==> src/rtl/card_stat_pkg.sv <==
package card_stat_pkg;

   localparam int unsigned STAT_BITS = 24;
   localparam int unsigned SEL_W     = 2;

   // Positions that latch events; the rest follow live levels.
   localparam logic [STAT_BITS-1:0] STICKY_DEFAULT = 24'hC0_07FF;

   typedef enum logic [SEL_W-1:0] {
      SEL_STATUS = 2'd0,
      SEL_CLEAR  = 2'd1,
      SEL_ENABLE = 2'd2,
      SEL_SPARE  = 2'd3
   } reg_sel_e;

endpackage

==> src/rtl/card_stat_flags.sv <==
module card_stat_flags #(
   parameter int unsigned              NUM_BITS    = 24,
   parameter logic [NUM_BITS-1:0]      STICKY_MASK = '1
) (
   input  logic                clk_i,
   input  logic                rst_ni,
   input  logic [NUM_BITS-1:0] evt_i,
   input  logic [NUM_BITS-1:0] lvl_i,
   input  logic [NUM_BITS-1:0] clr_i,
   output logic [NUM_BITS-1:0] status_o
);

   for (genvar b = 0; b < NUM_BITS; b++) begin : g_bit
      if (STICKY_MASK[b]) begin : g_sticky
         logic flag_q;
         logic lvl_unused;
         assign lvl_unused = lvl_i[b];

         // Set has priority over clear on a shared cycle.
         always_ff @(posedge clk_i or negedge rst_ni) begin
            if (!rst_ni)          flag_q <= 1'b0;
            else if (evt_i[b])    flag_q <= 1'b1;
            else if (clr_i[b])    flag_q <= 1'b0;
         end
         assign status_o[b] = flag_q;


         evt_set_chk: assert property (@(posedge clk_i) disable iff (!rst_ni)
            evt_i[b] |=> status_o[b]);

         clr_drop_chk: assert property (@(posedge clk_i) disable iff (!rst_ni)
            (clr_i[b] && !evt_i[b]) |=> !status_o[b]);

         hold_chk: assert property (@(posedge clk_i) disable iff (!rst_ni)
            (status_o[b] && !clr_i[b]) |=> status_o[b]);
      end else begin : g_level
         logic evt_unused;
         logic clr_unused;
         assign evt_unused  = evt_i[b];
         assign clr_unused  = clr_i[b];
         assign status_o[b] = lvl_i[b];
      end
   end

endmodule

==> src/rtl/card_stat_enable.sv <==
module card_stat_enable #(
   parameter int unsigned NUM_BITS = 24
) (
   input  logic                clk_i,
   input  logic                rst_ni,
   input  logic                we_i,
   input  logic [NUM_BITS-1:0] wdata_i,
   output logic [NUM_BITS-1:0] en_o
);

   logic [NUM_BITS-1:0] en_q;

   always_ff @(posedge clk_i or negedge rst_ni) begin
      if (!rst_ni)   en_q <= '0;
      else if (we_i) en_q <= wdata_i;
   end
   assign en_o = en_q;


   en_load_chk: assert property (@(posedge clk_i) disable iff (!rst_ni)
      we_i |=> (en_o == $past(wdata_i)));

   en_keep_chk: assert property (@(posedge clk_i) disable iff (!rst_ni)
      !we_i |=> $stable(en_o));

endmodule

==> src/rtl/card_stat_irq.sv <==
module card_stat_irq #(
   parameter int unsigned NUM_BITS = 24
) (
   input  logic                clk_i,
   input  logic                rst_ni,
   input  logic [NUM_BITS-1:0] status_i,
   input  logic [NUM_BITS-1:0] en_i,
   output logic                irq_o
);

   logic pend_w;
   logic irq_q;

   assign pend_w = |(status_i & en_i);

   always_ff @(posedge clk_i or negedge rst_ni) begin
      if (!rst_ni) irq_q <= 1'b0;
      else         irq_q <= pend_w;
   end
   assign irq_o = irq_q;


   irq_rise_chk: assert property (@(posedge clk_i) disable iff (!rst_ni)
      (|(status_i & en_i)) |=> irq_o);

   irq_fall_chk: assert property (@(posedge clk_i) disable iff (!rst_ni)
      (!(|(status_i & en_i))) |=> !irq_o);

endmodule

==> src/rtl/card_irq_status.sv <==
module card_irq_status
   import card_stat_pkg::*;
#(
   parameter int unsigned             NUM_BITS    = STAT_BITS,
   parameter int unsigned             BUS_W       = 32,
   parameter logic [NUM_BITS-1:0]     STICKY_MASK = STICKY_DEFAULT
) (
   input  logic                clk_i,
   input  logic                rst_ni,
   input  logic [NUM_BITS-1:0] evt_i,
   input  logic [NUM_BITS-1:0] lvl_i,
   input  logic [SEL_W-1:0]    sel_i,
   input  logic                wr_en_i,
   input  logic [BUS_W-1:0]    wdata_i,
   input  logic                rd_en_i,
   output logic [BUS_W-1:0]    rdata_o,
   output logic                irq_o
);

   localparam int unsigned PAD_W = BUS_W - NUM_BITS;

   if (BUS_W < NUM_BITS) begin : g_bad_width
      $error("card_irq_status: BUS_W must cover NUM_BITS");
   end
   if (NUM_BITS == 0) begin : g_bad_count
      $error("card_irq_status: NUM_BITS must be nonzero");
   end

   reg_sel_e            sel_w;
   logic [NUM_BITS-1:0] wlow_w;
   logic [NUM_BITS-1:0] clr_w;
   logic                en_we_w;
   logic [NUM_BITS-1:0] status_w;
   logic [NUM_BITS-1:0] en_w;
   logic [BUS_W-1:0]    rdata_q;

   assign sel_w   = reg_sel_e'(sel_i);
   assign wlow_w  = wdata_i[NUM_BITS-1:0];
   assign clr_w   = (wr_en_i && sel_w == SEL_CLEAR) ? (wlow_w & STICKY_MASK) : '0;
   assign en_we_w = wr_en_i && (sel_w == SEL_ENABLE);

   if (PAD_W > 0) begin : g_pad
      logic wtop_unused;
      assign wtop_unused = ^wdata_i[BUS_W-1:NUM_BITS];
   end

   card_stat_flags #(
      .NUM_BITS    (NUM_BITS),
      .STICKY_MASK (STICKY_MASK)
   ) u_flags (
      .clk_i    (clk_i),
      .rst_ni   (rst_ni),
      .evt_i    (evt_i),
      .lvl_i    (lvl_i),
      .clr_i    (clr_w),
      .status_o (status_w)
   );

   card_stat_enable #(
      .NUM_BITS (NUM_BITS)
   ) u_enable (
      .clk_i   (clk_i),
      .rst_ni  (rst_ni),
      .we_i    (en_we_w),
      .wdata_i (wlow_w),
      .en_o    (en_w)
   );

   card_stat_irq #(
      .NUM_BITS (NUM_BITS)
   ) u_irq (
      .clk_i    (clk_i),
      .rst_ni   (rst_ni),
      .status_i (status_w),
      .en_i     (en_w),
      .irq_o    (irq_o)
   );

   always_ff @(posedge clk_i or negedge rst_ni) begin
      if (!rst_ni) begin
         rdata_q <= '0;
      end else if (rd_en_i) begin
         case (sel_w)
            SEL_STATUS: rdata_q <= BUS_W'(status_w);
            SEL_ENABLE: rdata_q <= BUS_W'(en_w);
            default:    rdata_q <= '0;
         endcase
      end
   end
   assign rdata_o = rdata_q;


   clr_reads_zero_chk: assert property (@(posedge clk_i) disable iff (!rst_ni)
      (rd_en_i && sel_w == SEL_CLEAR) |=> (rdata_o == '0));

   rd_hold_chk: assert property (@(posedge clk_i) disable iff (!rst_ni)
      !rd_en_i |=> $stable(rdata_o));

   en_read_chk: assert property (@(posedge clk_i) disable iff (!rst_ni)
      (rd_en_i && sel_w == SEL_ENABLE) |=> (rdata_o == BUS_W'($past(en_w))));

endmodule

==> config.mk <==
export PLATFORM = sky130hd
export DESIGN_NAME = card_irq_status
export DESIGN_NICKNAME = d
export VERILOG_FILES = /design/src/rtl/card_stat_pkg.sv /design/src/rtl/card_stat_flags.sv /design/src/rtl/card_stat_enable.sv /design/src/rtl/card_stat_irq.sv /design/src/rtl/card_irq_status.sv
export SDC_FILE = /design/constraint.sdc
export NUM_CORES = 1
export LEC_CHECK = 0
export ABC_AREA = 1
export BUFFER_PORTS_ARGS = -buffer_cell sky130_fd_sc_hd__buf_2
export CAP_MARGIN = 10
export CELL_PAD_IN_SITES_DETAIL_PLACEMENT = 1
export CELL_PAD_IN_SITES_GLOBAL_PLACEMENT = 2
export CORE_MARGIN = 1
export CORE_UTILIZATION = 29
export CTS_BUF_LIST = sky130_fd_sc_hd__clkbuf_16
export CTS_CLUSTER_DIAMETER = 100
export DETAILED_ROUTE_END_ITERATION = 10
export GPL_ROUTABILITY_DRIVEN = 0
export PLACE_DENSITY_LB_ADDON = 0.1
export SLEW_MARGIN = 0
export SYNTH_ARGS = -nofsm -noshare
export SYNTH_HDL_FRONTEND = slang
export SYNTH_SLANG_ARGS = --single-unit
==> constraint.sdc <==
create_clock -name clk_i -period 1.9 [get_ports clk_i]
set_clock_uncertainty 0.1 [all_clocks]
set_input_delay 0 -clock clk_i [delete_from_list [all_inputs] [get_ports clk_i]]
set_output_delay 0 -clock clk_i [all_outputs]
set_load 0.03 [all_outputs]
== Word-level counts from Yosys, hierarchy flattened ==
Cells that the tools add are included.
Cells by class
  equality and inequality tests: 2
  multiplexer cells: 28
  bitwise gates (word level): 1
  reductions and logical operators: 17
Operators with widths (count)
  $pmux W24 S2: 1
  $mux W1: 26
  $reduce_bool A2 Y1: 13
  $and A24 B24 Y24: 1
  $mux W24: 1
  $reduce_or A24 Y1: 1
  $eq A2 B1 Y1 const B: 1
  $eq A2 B2 Y1 const B: 1
  $logic_and A1 B1 Y1: 2
  $logic_not A2 Y1: 1
Word-level totals
  register bits after elaboration: 70
  input port bits: 86
  output and inout bits: 33
  logic and storage cells: 64

== Longest topological paths before layout ==
Gate-level depths: netlist of the first run.
  depth in word-level cells: 5
  depth in mapped cells: 6
  mapped depth without buffers: 6

== Hierarchy ==
Synthesis of the first run repeated with hierarchy kept, for this count alone.
Second synthesis, totals
  cells, all modules: 457
  area, all modules: 3402.0 um2
By module, submodules not included
  card_irq_status: times used 1, cells an instance 222, area each 1535.2 um2, sequential area each 600.6 um2
  card_stat_enable: times used 1, cells an instance 102, area each 974.7 um2, sequential area each 600.6 um2
  card_stat_flags: times used 1, cells an instance 89, area each 700.7 um2, sequential area each 325.3 um2
  card_stat_irq: times used 1, cells an instance 44, area each 191.4 um2, sequential area each 25.0 um2

== Worst setup path before layout of the first run ==
Ideal clock, no wire load.
  path type: flip-flop to flip-flop
  start point: reg u_flags.g_bit[4].g_sticky.flag_q
  end point: reg u_irq.irq_q (netlist: u_irq.irq_o)
  library setup time: 0.119 ns
  arrival: 0.735 ns
  data required time: 1.681 ns
  setup slack: 0.947 ns
  cell stages (with the launch flop): 7
  path buffers: 0
  clock period less this slack: 0.953 ns
  cell sequence: dfrtp_1 > nand2_1 > nand2_1 > nor2_1 > nand2_1 > nor2_1 > nand2_1
Between the ends
  word-level cells in the longest chain between the ends: 2
RTL lines
  start, declared: line card_stat_flags.sv:15  | logic flag_q;
  start signal, assigned: line card_stat_flags.sv:21  | if (!rst_ni) flag_q <= 1'b0;
  start signal, assigned: line card_stat_flags.sv:22  | else if (evt_i[b]) flag_q <= 1'b1;
  start signal, assigned: line card_stat_flags.sv:23  | else if (clr_i[b]) flag_q <= 1'b0;
  $and A24 B24 Y24: line card_stat_irq.sv:14  | assign pend_w = |(status_i & en_i);
  $reduce_or A24 Y1: line card_stat_irq.sv:14
  net u_irq.pend_w: line card_stat_irq.sv:11  | logic pend_w;
  end signal, assigned: line card_stat_irq.sv:18  | else irq_q <= pend_w;
  end, declared: line card_stat_irq.sv:12  | logic irq_q;
The timed path passes the listed nets, and every way through them passes these cells.
A chain may end at the register's enable or synchronous reset.

== Final worst setup path of the first run ==
  start point: in wdata_i[22]
  end point: reg u_flags.g_bit[22].g_sticky.flag_q
Between the ends
  word-level cells in the longest chain between the ends: 2
RTL lines
  start, declared: line card_irq_status.sv:14  | input logic [BUS_W-1:0] wdata_i,
  $mux W24: line card_irq_status.sv:39  | assign clr_w = (wr_en_i && sel_w == SEL_CLEAR) ? (wlow_w & STICKY_MASK) : '0;
  $reduce_bool A2 Y1 (no source line)
  end signal, assigned: line card_stat_flags.sv:21
  end signal, assigned: line card_stat_flags.sv:22
  end signal, assigned: line card_stat_flags.sv:23
  end, declared: line card_stat_flags.sv:15
Every way passes these cells.

==> results of run 1 <==
==> cells by family after synthesis <==
kind of cell	after synthesis	share of synthesized area, %
compound gates	61	12.1
simple gates	154	22.6
other cells	1	0.129
buf+inv	68	11.8
flops	62	53.4
==> state kept, by name, summed over array words and instances (netlist names) <==
signal,flops
rdata_o,24
u_enable.en_o,24
u_flags.g_bit.g_sticky.flag_q,13
u_irq.irq_o,1
==> synth_stat cells <==
cell	number	area [sq um]
inv_2	1	3.75
nand2_1	72	270
inv_4	1	6.26
o21ai_0	3	15.0
nand3_2	2	20.0
conb_1	1	3.75
o21ai_2	4	35.0
clkbuf_1	3	11.3
nand3_1	48	240
buf_6	4	45.0
buf_2	11	55.1
dfrtp_1	62	1550
inv_1	37	139
nand4_1	2	12.5
a31oi_1	24	150
nor2_1	30	113
buf_4	11	82.6
o21ai_1	30	150
==> how the worst max path moves through the flow <==
| stage | startpoint | end |
|---|---|---|
| 2_1_floorplan | u_flags.g_bit[4].g_sticky.flag_q | u_irq.irq_o |
| 3_3_place_gp | u_flags.g_bit[5].g_sticky.flag_q | u_irq.irq_o |
| 3_5_place_dp | sel_i[1] | u_flags.g_bit[22].g_sticky.flag_q |
| 4_1_cts | sel_i[1] | u_flags.g_bit[22].g_sticky.flag_q |
| 5_1_grt | wdata_i[9] | u_flags.g_bit[9].g_sticky.flag_q |
| 6_report | wdata_i[22] | u_flags.g_bit[22].g_sticky.flag_q |
==> worst reg2reg max path: stages (launching register included) <==
cell	delay, ps
dfrtp_1	400
o21ai_0	100
nand2_1	70
dlygate4sd3_1	560
==> per-stage QoR <==
stage               area, sq um  power (W)
finish                     4240    0.00367
global route               4240    0.00388
floorplan                  2930    0.00200
global placement           3360    0.00222
CTS                        4240    0.00374
detailed placement         3360    0.00224
==> routing by layer <==
metal / global-route usage (%) / wire [microns] / vias to the layer above / share of wire (%)
met1: 23.0 / 4090 / 1288 / 48
met2: 29.7 / 4000 / 60 / 47
met5: 0 / 0 / - / 0
met4: 6.26 / 98 / 0 / 1.2
met3: 2.53 / 259 / 8 / 3.1
li1: - / - / 1385 / -
==> power by group through the flow <==
stage / combinational (W) / sequential [W] / clock, W
2_1_floorplan: 0.000324 / 0.00168 / 0
3_3_place_gp: 0.000633 / 0.00159 / 0
3_5_place_dp: 0.000642 / 0.00159 / 0
4_1_cts: 0.000735 / 0.00157 / 0.00143
5_1_grt: 0.000818 / 0.00159 / 0.00147
6_report: 0.000724 / 0.00157 / 0.00138
==> cell type report <==
type,instances,area (sq um),share of cell area (%)
flip-flops and latches,62,1550,36.6
repair buffers,147,1090,25.8
multi-input cells,223,1040,24.5
clock buffers,9,225,5.32
well taps,133,166,3.93
inverters,39,149,3.51
clock inverters,4,17.5,0.413
==> timing repair <==
| item | in CTS | in global routing |
|---|---|---|
| endpoints found under the setup margin | 0 | 0 |
| hold buffers | 63 | 0 |
| hold endpoints to repair | 113 | 0 |
==> key figures, run 1 <==
Timing
  – Unrepaired setup endpoints after global routing: no
  – Min Tclk post-route: 1380 ps
  – Final worst slack: 515 ps
  – # setup viols final: 0
  – Max Freq: 722 MHz
  – Final Hold Violating Endpoints: 0
  – Worst Tran Pin Value: 550 ps
  – TNS Setup: 0 ps
  – Pins Over Slew Limit: 0
  – Hold WS: 5.87 ps
  – Period utilization: 72.9%
  – Worst rel slew slack: 63.4%

Worst setup path
  – Reg-to-Reg End: u_flags.g_bit[22].g_sticky.flag_q
  – Crit path max-delay family: buffers and inverters
  – Critical path depth: 6
  – CP peak stage delay: 560 ps
  – CP Data Required Time: 2000 ps
  – CP dominant cell by count: dlygate4sd3_1
  – Crit. End Element: flop
  – CP bufs+invs: 4
  – Worst setup path category: input port to flop
  – CP cell instances: dlygate4sd3_1, buf_2, inv_1, o21ai_0, nand2_1, dlygate4sd3_1
  – Critical path's slowest cell: dlygate4sd3_1
  – R2R depth: 3
  – R2r startpoint: u_flags.g_bit[22].g_sticky.flag_q
  – Crit start category: input port
  – Worst Path Arrival: 1480 ps
  – Worst Path Max Fanout: 2
  – FF-to-FF setup slack: 560 ps

GRT
  – GRT Overall Usage: 17.6%
  – Total global routing overflow: 0
  – Largest net degree at the start of global routing: 63
  – Initial antenna violation count: 0
  – Wire length of the first global-routing pass: 13900 microns
  – Number of global-route vias before repair: 2855

Yosys
  – Syn Inst Count: 346
  – Syn Std Cell Area: 2900 sq um
  – Synth warn: 0
  – Sequential fraction of the synthesis area: 53.4%
  – Post-synth cell types: 18
  – Avg Cell Area, Syn: 8.39 sq um
  – Synthesized flop and latch total: 62

Pwr
  – Comb power frac: 19.7%
  – Clk pwr share: 37.5%
  – Max VDD drop: 0.364 mV
  – Pint: 0.00261 W
  – Sequential Power Share: 42.8%
  – Cell Pwr Density: 867 nW/um^2
  – Switching Fraction: 29.1%
  – Sw power: 0.00107 W
  – Lkg Pwr: 2.02 nW

Hold path
  – Hold path start: sel_i[1]
  – Hold depth: 4
  – HP Class: input port to flop
  – Hold endpoint: rdata_o[4]

Route
  – 1st-iter DRT viols: 68
  – Post-route ant nets: 0
  – Final WL: 8450 microns
  – Residual DRC: 0
  – Pre-antenna DRT Iters: 4
  – Number of vias per cell: 4.44
  – Routed via count: 2741
  – DR WL/cell: 13.7 microns

Layout
  – Fraction of layout cells with a size suffix above 1: 21.3%
  – Commonest non-fill, non-tap cell in the layout: buf_2
  – Final core utilization: 43.5%
  – Nets: 568
  – Diodes inserted: 0
  – Final std cells w/o fill: 617
  – Area delta synth->final: 45.9%
  – Commonest non-fill, non-tap cells in the layout: buf_2 (78), nand2_1 (72), dlygate4sd3_1 (63)
  – Fillers: 1189

Floorplan
  – Die Ht: 102 microns
  – Die width: 102 microns
  – Initial Util: 29.8%
  – Core Rows: 36
  – I/O pin total: 119
  – Core Area: 9730 sq um
  – Die ar.: 10400 sq um

Placement
  – Inst Count DP: 541
  – Place WS: 679 ps
  – PortBufs: 78
  – Hpwl dp: 5030 microns

Clock tree
  – H-tree levels: 3
  – CTS buffer count: 9
  – CTS clk-pin slew, worst paths: 50 ps
  – Worst skew pair latency: 320 ps
  – TritonCTS clock tree: yes
  – Post-CTS resize count: 0
  – Sink Count: 62
  – Post-CTS Setup Bufs: 0
  – CTS root buf: clkbuf_16
  – Clock buffer depth: 2

Job
  – Max-cap viol count: 0

Outcome
  – Status: completed
(Power assumes the default switching activity.)
==> run 2: changes to the inputs <==
- ABC_AREA: 1 -> 0
- clock period: 1.9 -> 1.3 ns (I/O delays scaled with it)
==> run 2 against run 1 <==
The run now ends with setup timing left. Synthesized cell count shrank 35%. Largest cell class unchanged. Final area increased by 5.2%. Area after synthesis down 2.7%. Combinational power grew 89%. Hold slack improved by 43 ps. Sequential share of layout area down 1.8 points. Flip-flop and latch count stayed put. Largest power group is now clock. Sequential power is 48% higher. Utilization increased by 4.2 points. Routed wire length decreased by 2.1%. Critical endpoint is now u_irq.irq_o. Highest routed layer unchanged. Worst setup slack got worse by 560 ps. Via count shrank 15%.
==> key figures, run 2 <==
Timing
  – Final Hold Violating Endpoints: 0 (unchanged)
  – Final worst slack: -46.3 ps (-562 ps)
  – # setup viols final: 1 (+1)
  – Min Tclk post-route: 1350 ps
  – Period utilization: 104%
  – TNS Setup: -46.3 ps (-46.3 ps)
  – Max Freq: 743 MHz
  – Unrepaired setup endpoints after global routing: yes
  – Pins Over Slew Limit: 0 (unchanged)

Yosys
  – Most numerous cell in the Yosys netlist: dfrtp_1
  – Most used DFF post-synth: dfrtp_1
  – Synth top area share: 54.9% (+1.5 points)
  – Synthesized flop and latch total: 62 (unchanged)
  – Post-synth EDFFs: 0 (unchanged)
  – Largest cells by area after synthesis: dfrtp_1 (55%), mux2_4 (11%), mux2i_1 (8.5%), o22ai_1 (5.3%), a21o_1 (3.5%)
  – Synth warn: 0 (unchanged)
  – Avg Cell Area, Syn: 12.6 sq um (+50%)
  – Syn Std Cell Area: 2830 sq um (-2.7%)
  – Sequential fraction of the synthesis area: 54.9% (+1.5 points)
  – Cell taking the most area after synthesis: dfrtp_1
  – Commonest cells post-synth: dfrtp_1 (62), inv_1 (24), mux2i_1 (24), o22ai_1 (24), mux2_4 (20)
  – Post-synth cell types: 19 (+1)
  – Async SR Flop Fraction: 100% (unchanged)
  – Syn Inst Count: 224 (-35%)

Layout
  – Fraction of layout cells with a size suffix above 1: 41.9% (+21 points)
  – Finished Cell Area: 4460 sq um (+5.2%)
  – Nets: 477 (-16%)
  – Diodes inserted: 0 (unchanged)
  – Area delta synth->final: 57.8%
  – Multi-input logic area: 1090 sq um (+5.6%)
  – Fillers: 1032 (-13%)
  – Commonest non-fill, non-tap cell in the layout: buf_2
  – Commonest non-fill, non-tap cells in the layout: buf_2 (78), dfrtp_1 (62), dlygate4sd3_1 (49)
  – Area taken by flip-flops and latches: 1550 sq um (unchanged)
  – Final core utilization: 47.8% (+4.2 points)

Worst setup path
  – Worst setup path category: flop to flop
  – Crit. End Element: flop
  – Worst Path Arrival: 1450 ps (-30 ps)
  – CP peak stage delay: 390 ps (-170 ps)
  – Worst Path Max Fanout: 2 (unchanged)
  – CP Data Required Time: 1410 ps (-590 ps)
  – CP cell instances: a22oi_2, nand4_1, or3_1
  – Crit start category: flop
  – Critical path's slowest cell: dfrtp_1

Outcome
  – Status: finished, violations left
  – Failing checks: setup timing

Pwr
  – Lkg Pwr: 2.20 nW (+8.7%)
  – Max VDD drop: 0.564 mV (+55%)
  – Cell Pwr Density: 1400 nW/um^2 (+62%)

Clock tree
  – CTS root buf: clkbuf_16
  – Sink Count: 62 (unchanged)
  – TritonCTS clock tree: yes
  – CTS buffer count: 9 (unchanged)
  – CTS clk-pin slew, worst paths: 60 ps (about the same)
  – H-tree levels: 3 (unchanged)
  – Clock buffer depth: 2 (unchanged)
  – Worst skew pair latency: 330 ps (about the same)

Floorplan
  – I/O pin total: 119 (unchanged)
  – Core Area: 9330 sq um (-4.1%)
  – Die width: 101 microns (-1.3%)
  – Die Ht: 101 microns (-1.3%)
  – Die ar.: 10100 sq um (-2.7%)
  – Initial Util: 30.3% (+0.44 points)
  – Core Rows: 35 (-2.8%)

GRT
  – Number of global-route vias before repair: 2568 (-10%)
  – Wire length of the first global-routing pass: 13200 microns (-4.8%)
  – Initial antenna violation count: 0 (unchanged)
  – Total global routing overflow: 0 (unchanged)
  – GRT Overall Usage: 17.7% (+0.15 points)
  – Largest net degree at the start of global routing: 26 (-59%)

Route
  – Routed via count: 2319 (-15%)
  – Post-route ant nets: 0 (unchanged)
  – Final WL: 8270 microns (-2.1%)
  – Number of vias per cell: 4.42 (-0.57%)
  – DR WL/cell: 15.8 microns (+15%)
  – Residual DRC: 0 (unchanged)
  – Pre-antenna DRT Iters: 4 (unchanged)
  – 1st-iter DRT viols: 32 (-53%)

Placement
  – Post-DP Area: 3610 sq um (+7.5%)
  – PortBufs: 78 (unchanged)
  – Hpwl dp: 5670 microns (+13%)

Hold path
  – HP Class: input port to flop

Job
  – Max-cap viol count: 0 (unchanged)
## run 2: layer usage
layer	vias up	part of all wire [%]	track usage [%]	wire, microns
li1	1110	-	-	-
met1	1141	46	22.6	3830
met2	55	49	30.2	4090
met3	13	2.5	2.70	210
met4	0	1.6	7.02	133
met5	-	0	0	0
## run 2: cell families after synthesis
family,share of synthesized area [%]
compound gates,12.0
buf+inv,8.37
flops,54.9
mux,20.7
other cells,0.133
simple gates,3.90
## run 2: area by class of cell
type                       instances  share of cell area [%]
inverter                          24                    2.02
clock buffer                       9                    5.05
sequential                        62                    34.8
clock inverter                     7                    2.02
multi-input combinational        125                    24.5
timing repair buffer             169                    28.0
tap                              129                    3.62
## run 2: report_power, final
group,total (W),internal [W],switching (W)
clock network,0.00254,0.00166,0.000882
registers,0.00233,0.00217,0.000152
logic,0.00137,0.000729,0.000646
## run 2: final timing paths
kind,endpoint,from,cells after the start,slack [ps]
worst max-delay path,u_irq.irq_o,u_enable.en_o[8],3,-50
worst min-delay path,rdata_o[18],rd_en_i,3,50
worst max register to register,u_irq.irq_o,u_enable.en_o[8],3,-50
worst min register to register,rdata_o[10],rdata_o[10],2,420
max in group asynchronous,rdata_o[7],rst_ni,3,520
min in group asynchronous,u_flags.g_bit[10].g_sticky.flag_q,rst_ni,2,70
## run 2: repair_timing
| action | 4_1_cts | 5_1_grt |
|---|---|---|
| endpoints found under the setup margin | 1 | 1 |
| endpoints found under the hold margin | 111 | 0 |
| buffers inserted | 1 | 0 |
| hold buffers | 49 | 0 |
| gates resized for setup | 5 | 1 |
| pin swaps | 3 | 1 |
## run 2: per-stage QoR
| step | instances | hold WS (ps) | total power, W | setup slack [ps] |
|---|---|---|---|---|
| floorplan | 231 | -396 | 0.00306 | 98.3 |
| global placement | 459 | -116 | 0.00358 | -101 |
| detailed placement | 459 | -111 | 0.00359 | -89.2 |
| CTS | 525 | 45.5 | 0.00631 | -61.3 |
| global route | 525 | 56.5 | 0.00654 | -108 |
| finish | 525 | 48.6 | 0.00625 | -46.3 |
## run 2: critical path, delay by kind of cell (launching register included)
family / cells / cell delay, ps
AO/OA/AOI/OAI: 1 / 200
flip-flops: 1 / 390
AND/OR/NAND/NOR: 2 / 540
==> run 3: changes to the inputs <==
- ABC_AREA: 0 -> default
- CTS_CLUSTER_SIZE: default -> 16
- RECOVER_POWER: default -> 25
==> run 3 against run 2 <==
The flow still finishes with violations (setup timing). Non-clock buffer count stayed put. Critical path depth stayed put. Critical endpoint unchanged. Power hardly changed. Utilization is 0.13 points lower.
==> key figures, run 3 (synthesized netlist as in run 2, its figures left out) <==
Outcome
  – Status: finished, violations left
  – Failing checks: setup timing

Worst setup path
  – Worst setup path category: flop to flop
  – Crit. End Element: flop
  – Worst Path Max Fanout: 2 (unchanged)
  – CP cell instances: a22oi_2, nand4_1, or3_1
  – Critical path's slowest cell: dfrtp_1
  – Crit start category: flop
  – Worst Path Arrival: 1450 ps (about the same)
  – CP peak stage delay: 390 ps (about the same)
  – CP Data Required Time: 1410 ps (about the same)

Floorplan
  – Die Ht: 101 microns (unchanged)
  – Die ar.: 10100 sq um (unchanged)
  – Initial Util: 30.3% (unchanged)
  – Core Rows: 35 (unchanged)
  – I/O pin total: 119 (unchanged)
  – Core Area: 9330 sq um (unchanged)
  – Die width: 101 microns (unchanged)

Layout
  – Commonest non-fill, non-tap cells in the layout: buf_2 (77), dfrtp_1 (62), dlygate4sd3_1 (49)
  – Nets: 477 (unchanged)
  – Diodes inserted: 0 (unchanged)
  – Area taken by flip-flops and latches: 1550 sq um (unchanged)
  – Multi-input logic area: 1090 sq um (unchanged)
  – Commonest non-fill, non-tap cell in the layout: buf_2
  – Fraction of layout cells with a size suffix above 1: 41.9% (unchanged)
  – Fillers: 1034 (+0.19%)
  – Area delta synth->final: 57.4%

Clock tree
  – Clock buffer depth: 2 (unchanged)
  – CTS root buf: clkbuf_16
  – Sink Count: 62 (unchanged)
  – H-tree levels: 3 (unchanged)
  – Worst skew pair latency: 330 ps (about the same)
  – CTS clk-pin slew, worst paths: 60 ps (about the same)
  – CTS buffer count: 9 (unchanged)
  – TritonCTS clock tree: yes

Job
  – Max-cap viol count: 0 (unchanged)

GRT
  – Initial antenna violation count: 0 (unchanged)
  – Total global routing overflow: 0 (unchanged)
  – Wire length of the first global-routing pass: 13200 microns (unchanged)
  – Number of global-route vias before repair: 2568 (unchanged)
  – Largest net degree at the start of global routing: 26 (unchanged)
  – GRT Overall Usage: 17.7% (unchanged)

Route
  – Routed via count: 2319 (unchanged)
  – Number of vias per cell: 4.42 (unchanged)
  – Post-route ant nets: 0 (unchanged)
  – Final WL: 8270 microns (about the same)
  – Residual DRC: 0 (unchanged)
  – DR WL/cell: 15.7 microns (about the same)
  – Pre-antenna DRT Iters: 4 (unchanged)
  – 1st-iter DRT viols: 32 (unchanged)

Timing
  – Max Freq: 743 MHz (about the same)
  – Unrepaired setup endpoints after global routing: yes
  – Period utilization: 104% (about the same)
  – # setup viols final: 1 (unchanged)
  – Pins Over Slew Limit: 0 (unchanged)
  – Final Hold Violating Endpoints: 0 (unchanged)
  – Min Tclk post-route: 1350 ps (+0.0332 ps)
  – Final worst slack: -46.4 ps (-0.0332 ps)

Placement
  – Place WS: -89.2 ps (unchanged)
  – Hpwl dp: 5670 microns (unchanged)
  – PortBufs: 78 (unchanged)

Hold path
  – HP Class: input port to flop

Pwr
  – Lkg Pwr: 2.19 nW (-0.21%)
  – Cell Pwr Density: 1400 nW/um^2 (+0.20%)
  – Max VDD drop: 0.564 mV (unchanged)
  – Power, Total: 0.00624 W (about the same)
==> run 3: cell count changes in the layout (fill, tap and decap cells not counted) <==
cell / change
buf_12: -1
clkbuf_2: +1
buf_2: -1
clkbuf_4: +1
==> run 3: per-layer routing <==
layer	global-route usage [%]	up-vias	share of wire [%]
met5	0	-	0
met4	7.02	0	1.6
met3	2.70	13	2.5
met2	30.2	55	49
met1	22.6	1141	46
li1	-	1110	-
==> run 3: worst paths after layout <==
check                      cells past startpoint                                 to              from  slack, ps
max                                            3                        u_irq.irq_o  u_enable.en_o[8]        -50
min                                            3                        rdata_o[18]           rd_en_i         50
max reg2reg                                    3                        u_irq.irq_o  u_enable.en_o[8]        -50
min reg2reg                                    2                        rdata_o[10]       rdata_o[10]        420
max in group asynchronous                      3                  u_enable.en_o[12]            rst_ni        260
min in group asynchronous                      2  u_flags.g_bit[10].g_sticky.flag_q            rst_ni         70
==> run 3: layout make-up <==
cell class                      instances  share of cell area [%]
Clock buffer                            9                    5.07
Clock inverter                          7                    2.03
Inverter                               24                    2.03
Multi-Input combinational cell        125                    24.6
Sequential cell                        62                    34.9
Tap cell                              129                    3.63
Timing Repair Buffer                  169                    27.8
==> run 3: what timing repair did <==
| action | CTS | global route |
|---|---|---|
| hold buffers | 49 | 0 |
| hold endpoints to repair | 111 | 0 |
| pin swaps | 3 | 1 |
| resized for setup | 5 | 1 |
| buffers inserted | 1 | 0 |
| endpoints found under the setup margin | 1 | 1 |
==> run 3: metrics by stage <==
stage          instance area, sq um  utilization (%)  TNS, ps  std cells  hold WS, ps
2_1_floorplan                  2850                -        0        231         -396
3_3_place_gp                   3610             38.8     -101        459         -116
3_5_place_dp                   3610             38.8    -89.2        459         -111
4_1_cts                        4450             47.7    -61.3        525         45.5
5_1_grt                        4450             47.7     -108        525         56.5
6_report                       4450             47.7    -46.4        525         48.6
==> run 3: report_power, final <==
| part | internal (W) | switching (W) | total (W) |
|---|---|---|---|
| logic | 0.000724 | 0.000645 | 0.00137 |
| clock network | 0.00166 | 0.000882 | 0.00254 |
| registers | 0.00217 | 0.000152 | 0.00233 |
==> run 3: worst max-delay path: cells and delay by family (launching register included) <==
family	cells	cell delay (ps)
AOI/OAI and AO/OA	1	200
and+or+nand+nor	2	540
DFF	1	390
